--- config.mk ---
export PLATFORM = sky130hd
export DESIGN_NAME = dpa_page_addr_gen
export DESIGN_NICKNAME = d
export VERILOG_FILES = /design/src/rtl/dpa_pkg.sv /design/src/rtl/dpa_step_unit.sv /design/src/rtl/dpa_addr_map.sv /design/src/rtl/dpa_residue.sv /design/src/rtl/dpa_page_addr_gen.sv
export SDC_FILE = /design/constraint.sdc
export NUM_CORES = 1
export LEC_CHECK = 0
export BUFFER_PORTS_ARGS = -buffer_cell sky130_fd_sc_hd__buf_2
export CAP_MARGIN = 15
export CORE_AREA = 2 2 96 98
export DETAILED_ROUTE_END_ITERATION = 16
export DIE_AREA = 0 0 98 100
export GPL_ROUTABILITY_DRIVEN = 0
export PLACE_DENSITY = 0.79
export SKIP_LAST_GASP = 1
export SLEW_MARGIN = 20
export SYNTH_ARGS = -nofsm -noshare
export SYNTH_HDL_FRONTEND = slang
export SYNTH_SLANG_ARGS = --single-unit
--- constraint.sdc ---
create_clock -name clk -period 2.2 [get_ports clk]
set_input_delay 0.33 -clock clk [delete_from_list [all_inputs] [get_ports clk]]
set_output_delay 0.33 -clock clk [all_outputs]
set_load 0.05 [all_outputs]
--- src/rtl/dpa_pkg.sv ---
package dpa_pkg;
    parameter int unsigned DPA_ADDR_W = 16;
    parameter int unsigned DPA_PAGE_W = 8;

    typedef struct packed {
        logic [DPA_ADDR_W-1:0] base_addr;
        logic [DPA_ADDR_W-1:0] base_cnt;
        logic [DPA_ADDR_W-1:0] cur_addr;
        logic [DPA_ADDR_W-1:0] cur_cnt;
        logic [DPA_PAGE_W-1:0] page;
        logic                  armed;
        logic                  tc;
    } dpa_state_t;
endpackage

--- src/rtl/dpa_step_unit.sv ---
module dpa_step_unit #(
    parameter int unsigned W = 16
) (
    input  logic [W-1:0] cur_addr,
    input  logic [W-1:0] cur_cnt,
    output logic [W-1:0] addr_next,
    output logic [W-1:0] cnt_next,
    output logic         last_xfer
);
    // address wraps modulo 2^W; no carry leaves this unit
    assign addr_next = cur_addr + W'(1);
    assign cnt_next  = cur_cnt - W'(1);
    assign last_xfer = (cur_cnt == '0);
endmodule

--- src/rtl/dpa_addr_map.sv ---
module dpa_addr_map #(
    parameter int unsigned AW = 16,
    parameter int unsigned PW = 8,
    localparam int unsigned OW = AW + PW
) (
    input  logic          word_mode,
    input  logic [PW-1:0] page,
    input  logic [AW-1:0] addr,
    output logic [OW-1:0] phys
);
    logic [OW-1:0] byte_phys;
    logic [OW-1:0] word_phys;

    assign byte_phys = {page, addr};
    // word channel: address counts 16-bit units, page bit 0 unused
    assign word_phys = {page[PW-1:1], addr, 1'b0};
    assign phys      = word_mode ? word_phys : byte_phys;
endmodule

--- src/rtl/dpa_residue.sv ---
module dpa_residue #(
    parameter int unsigned AW = 16
) (
    input  logic          word_mode,
    input  logic [AW-1:0] cur_cnt,
    output logic [AW:0]   residue
);
    logic [AW-1:0] units;

    assign units   = cur_cnt + AW'(1);
    assign residue = word_mode ? {units, 1'b0} : {1'b0, units};
endmodule

--- src/rtl/dpa_page_addr_gen.sv ---
module dpa_page_addr_gen
    import dpa_pkg::*;
#(
    parameter int unsigned ADDR_W = DPA_ADDR_W,
    parameter int unsigned PAGE_W = DPA_PAGE_W,
    localparam int unsigned PHYS_W = ADDR_W + PAGE_W
) (
    input  logic              clk,
    input  logic              rst_n,
    input  logic              word_mode,
    input  logic              load_addr,
    input  logic [ADDR_W-1:0] addr_in,
    input  logic              load_count,
    input  logic [ADDR_W-1:0] count_in,
    input  logic              load_page,
    input  logic [PAGE_W-1:0] page_in,
    input  logic              auto_init,
    input  logic              step,
    output logic [PHYS_W-1:0] phys_addr,
    output logic              tc_pulse,
    output logic [ADDR_W:0]   residue
);
    dpa_state_t st_d, st_q;

    logic [ADDR_W-1:0] addr_next;
    logic [ADDR_W-1:0] cnt_next;
    logic              last_xfer;
    logic              step_ok;

    dpa_step_unit #(.W(ADDR_W)) u_step (
        .cur_addr  (st_q.cur_addr),
        .cur_cnt   (st_q.cur_cnt),
        .addr_next (addr_next),
        .cnt_next  (cnt_next),
        .last_xfer (last_xfer)
    );

    // loads of address or count take priority over a concurrent step
    assign step_ok = step && st_q.armed && !load_addr && !load_count;

    always_comb begin
        st_d    = st_q;
        st_d.tc = 1'b0;
        if (load_addr) begin
            st_d.base_addr = addr_in;
            st_d.cur_addr  = addr_in;
        end
        if (load_count) begin
            st_d.base_cnt = count_in;
            st_d.cur_cnt  = count_in;
            st_d.armed    = 1'b1;
        end
        if (load_page) begin
            st_d.page = page_in;
        end
        if (step_ok) begin
            if (last_xfer) begin
                st_d.tc = 1'b1;
                if (auto_init) begin
                    st_d.cur_addr = st_q.base_addr;
                    st_d.cur_cnt  = st_q.base_cnt;
                end else begin
                    st_d.cur_addr = addr_next;
                    st_d.cur_cnt  = cnt_next;
                    st_d.armed    = 1'b0;
                end
            end else begin
                st_d.cur_addr = addr_next;
                st_d.cur_cnt  = cnt_next;
            end
        end
    end

    always_ff @(posedge clk or negedge rst_n) begin
        if (!rst_n) begin
            st_q <= '0;
        end else begin
            st_q <= st_d;
        end
    end

    dpa_addr_map #(.AW(ADDR_W), .PW(PAGE_W)) u_map (
        .word_mode (word_mode),
        .page      (st_q.page),
        .addr      (st_q.cur_addr),
        .phys      (phys_addr)
    );

    dpa_residue #(.AW(ADDR_W)) u_res (
        .word_mode (word_mode),
        .cur_cnt   (st_q.cur_cnt),
        .residue   (residue)
    );

    assign tc_pulse = st_q.tc;
endmodule

[Word level (Yosys, flattened, before mapping)]
Index checks and enable logic that the tools add are counted.
Storage, ports and cells
  bits of input ports: 48
  logic and storage cells: 29
  register bits after elaboration: 74
  output and inout bits: 42
Operators by class
  reductions and logical operators: 8
  mux-type cells: 11
  add/subtract/negate cells: 3
Operator list (count)
  $mux 32: 3
  $mux 17: 2
  $add 16x1->16 const B: 2
  $mux 16: 2
  $logic_not 16->1: 1
  $sub 16x1->16 const B: 1
  $mux 2: 2
  $reduce_bool 2->1: 2
  $logic_and 1x1->1: 3
  $logic_not 1->1: 2
  $mux 1: 2

[Logic depth before layout (Yosys ltp)]
  word-level depth: 4
  depth in mapped cells: 8

[Modules after synthesis]
A second synthesis with hierarchy kept.
Unflattened totals
  cells, all modules: 496
  area, all modules: 4939.7 µm²
Modules (own cells, without submodules)
  dpa_page_addr_gen: times used 1, area each 3392.0 µm², seq. area each 1851.8 µm², cells an instance 287
  dpa_residue: times used 1, area each 724.4 µm², seq. area each 0.0 µm², cells an instance 107
  dpa_step_unit: times used 1, area each 516.7 µm², seq. area each 0.0 µm², cells an instance 76
  dpa_addr_map: times used 1, area each 306.5 µm², seq. area each 0.0 µm², cells an instance 26

[Least setup slack after synthesis]
No wires, ideal clock.
  kind: register to output
  start: register st_q[10] (netlist bit)
  end: output residue[14]
  data arrival time: 2451 ps
  path buffers: 1
  slack: -581 ps
  stages on the path, launching flop included: 7
  cell sequence: dfrtp_1 ha_1 clkbuf_1 inv_1 nor3_1 a211oi_1 nor3_1
Between the ends
  word-level cells in the longest chain between the ends: 2
Ends and longest elaborated chain
  start, declared: line dpa_page_addr_gen.sv:23  | dpa_state_t st_d, st_q;
  start signal, assigned: line dpa_page_addr_gen.sv:78  | st_q <= st_d;
  $add 16x1->16: line dpa_residue.sv:10  | assign units = cur_cnt + AW'(1);
  $mux 17: line dpa_residue.sv:11  | assign residue = word_mode ? {units, 1'b0} : {1'b0, units};
  end, declared: line dpa_page_addr_gen.sv:21  | output logic [ADDR_W:0] residue
No other way between the ends.

[Final worst setup path]
  start: register st_q[13] (netlist bit)
  end: output residue[15]
Same word-level chain as after synthesis.

==> metrics.txt <==
row cnt 35; global-route wire length before repair approximately 20 mm; Hold Path Class input pin to async pin; diodes inserted 0; post-synthesis sequential area ratio 38.6%; initial DRC count 258; H-tree Lvls 3; clk slew on worst S/H paths around 0.080 ns; Leak roughly 0.0026 µW; antenna violations before repair 0; Tightest Pin Transition 1.01 ns; predominant post-synthesis flop cell dfrtp_1; Setup Viol. Count Final 8; Max Clock Skew between 0.007 and 0.008 ns; vias roughly 4200; Post-Place Worst Slack approximately 0.064 ns; Netlist Area Pre-Place about 4800 µm²; TritonCTS clock tree built; DRC viols 0; clk root buf clkbuf_8; final worst slack -0.0587 ns; worst skew pair latency approximately 0.35 ns; Rel. slew slack 32.6%; net total in the final layout 645; ys async rst share 100%; Final Cycle Share 103%; Post-synth EDFFs 0; violated checks hold timing, setup timing; RSZ-0062 raised after global routing yes; Net Count, Synth 538; Yosys cell types 58; Syn Area/Cell 9.88 µm²; effective utilization at floorplan approximately 54%; Area growth syn-to-layout 25.6%; input/output buffers 89; Final Hold Viols 11; Remaining Overflow, GRT 0; die area approximately 9800 µm²; largest net degree at the start of global routing 75; total track usage 25.2%; # hold bufs at CTS 0; total CTS buffers 9; WP data arrival 1.93 ns; #FFs+latches synth between 70 and 80; run status finished with violations; VDD IR max 0.588 mV; Max Buffers Root-to-Sink 2; Die Y 100 µm; Sink Count 74; layout cells sized above 1 between 40% and 50%; synth warn 0; Die Wd 98 µm; Hold Slack -0.0274 ns; Max Clk Rate 0.443 GHz; min Tclk post-route between 2 and 2.5 ns; CP Launch Type flop; critical path class flop to output port; Mapped Cells between 400 and 500; vias in the first global route 4209; routed vias/inst 5.97; CP Data Required Time about 1.9 ns; DRT Wirelength 12.4 mm; dpl hpwl 8.33 mm; fin. max-slew vios 0; routed wire length per instance 17.5 µm; Tot Pwr 4410 µW; crit path max fanout 5; I/O pin total 90; total of max-cap violations 0; Pre-antenna DRT Iters 5; Core ar. around 8900 µm²; CP endpoint kind output port; Pwr per Cell Area 731 nW/µm²; DRT antenna net count 0
-- placed cells by master (no fill, tap or decap), types with 15 or more instances in the layout --
master / instances
mux2i_1: 16
buf_2: 78
xor2_1: 19
a221o_1: 16
buf_4: 52
a22o_1: 15
nand3_1: 16
dfrtp_1: 65
mux2_2: 53
nor2_1: 25
nand2_1: 44
-- final cells by class --
| class | count | area (µm²) |
|---|---|---|
| clock buffer | 12 | 155 |
| clock inverter | 4 | 97.6 |
| fill | 701 | 2860 |
| inverter | 16 | 60.1 |
| multi-input combinational | 349 | 2770 |
| sequential | 74 | 1860 |
| tap | 111 | 139 |
| timing repair buffer | 143 | 945 |
-- registers in the layout, indices dropped and copies added (netlist names) --
name,count
st_q,73
tc_pulse,1
-- cell usage after synthesis (4+ instances only) --
| library cell | n | area [µm²] |
|---|---|---|
| a21oi_1 | 10 | 50.1 |
| a221o_1 | 16 | 160 |
| a22o_1 | 15 | 131 |
| a22oi_1 | 12 | 90.1 |
| buf_2 | 8 | 40.0 |
| buf_4 | 15 | 113 |
| buf_6 | 5 | 56.3 |
| clkbuf_1 | 17 | 63.8 |
| dfrtp_1 | 74 | 1850 |
| ha_1 | 4 | 50.1 |
| inv_1 | 16 | 60.1 |
| mux2_2 | 53 | 597 |
| mux2i_1 | 17 | 170 |
| nand2_1 | 46 | 173 |
| nand3_1 | 18 | 90.1 |
| nand4_1 | 6 | 37.5 |
| nor2_1 | 27 | 101 |
| nor3_1 | 7 | 35.0 |
| nor4_1 | 8 | 50.1 |
| o21ai_0 | 16 | 80.1 |
| o21ai_1 | 9 | 45.0 |
| xnor2_1 | 14 | 123 |
| xor2_1 | 19 | 166 |
-- power breakdown --
part	internal [µW]	leakage [µW]	switching, µW
Combinational	559	0.00162	872
Sequential	1500	0.000869	145
Clock	816	0.000123	514
Total	2880	0.00261	1530
-- critical path, cell delays in order (launching register included) --
cell and delay (ns):
dfrtp_2 0.40, nand4_1 0.23, nor2_1 0.23, nand2_1 0.10, o311a_1 0.32, a21oi_2 0.14, buf_6 0.17
-- worst paths after layout --
kind                                   from          end  slack, ns  cells after the start
max in group asynchronous             rst_n     st_q[17]       1.85                      2
worst min-delay path                  rst_n     st_q[66]      -0.03                      2
worst max-delay path               st_q[13]  residue[15]      -0.06                      6
min in group clk                count_in[0]     st_q[10]       0.21                      3
worst max register to register     st_q[11]     st_q[23]       0.07                      8
worst min register to register     st_q[53]     st_q[21]       0.50                      2
-- layer usage --
metal	vias to the layer above	GRT usage, %	routed length [µm]
li1	1981	-	-
met1	2057	32.3	5160
met4	0	10.9	299
met3	25	4.53	773
met5	-	0	0
met2	170	42.1	6150
-- cell families (layout without fill, tap and decap cells) --
logic type / count (synthesis) / after routing / share of synthesized area, %
fa+ha+maj: 4 / 4 / 1.04
xor+xnor: 33 / 33 / 6.02
buf+inv: 63 / 175 / 7.09
mux: 70 / 70 / 16.0
compound gates: 104 / 104 / 15.9
flops: 74 / 74 / 38.6
simple gates: 138 / 138 / 15.4
-- stage by stage --
stage | area (µm²) | setup TNS (ns) | std cells | util, %
2_1_floorplan | 4870 | -1.52 | 486 | -
3_3_place_gp | 5490 | 0 | 677 | 61.7
3_5_place_dp | 5490 | 0 | 677 | 61.7
4_1_cts | 5960 | -0.246 | 706 | 67.0
5_1_grt | 6030 | -1.73 | 709 | 67.9
6_report | 6030 | -0.293 | 709 | 67.9
-- what timing repair did --
| item | in CTS | in global routing |
|---|---|---|
| gates resized for setup | 39 | 18 |
| gates cloned | 0 | 1 |
| endpoints found under the setup margin | 13 | 43 |
| pin swaps | 11 | 8 |
| setup buffers | 13 | 2 |
Note: power is estimated with default switching activity, not from simulation.
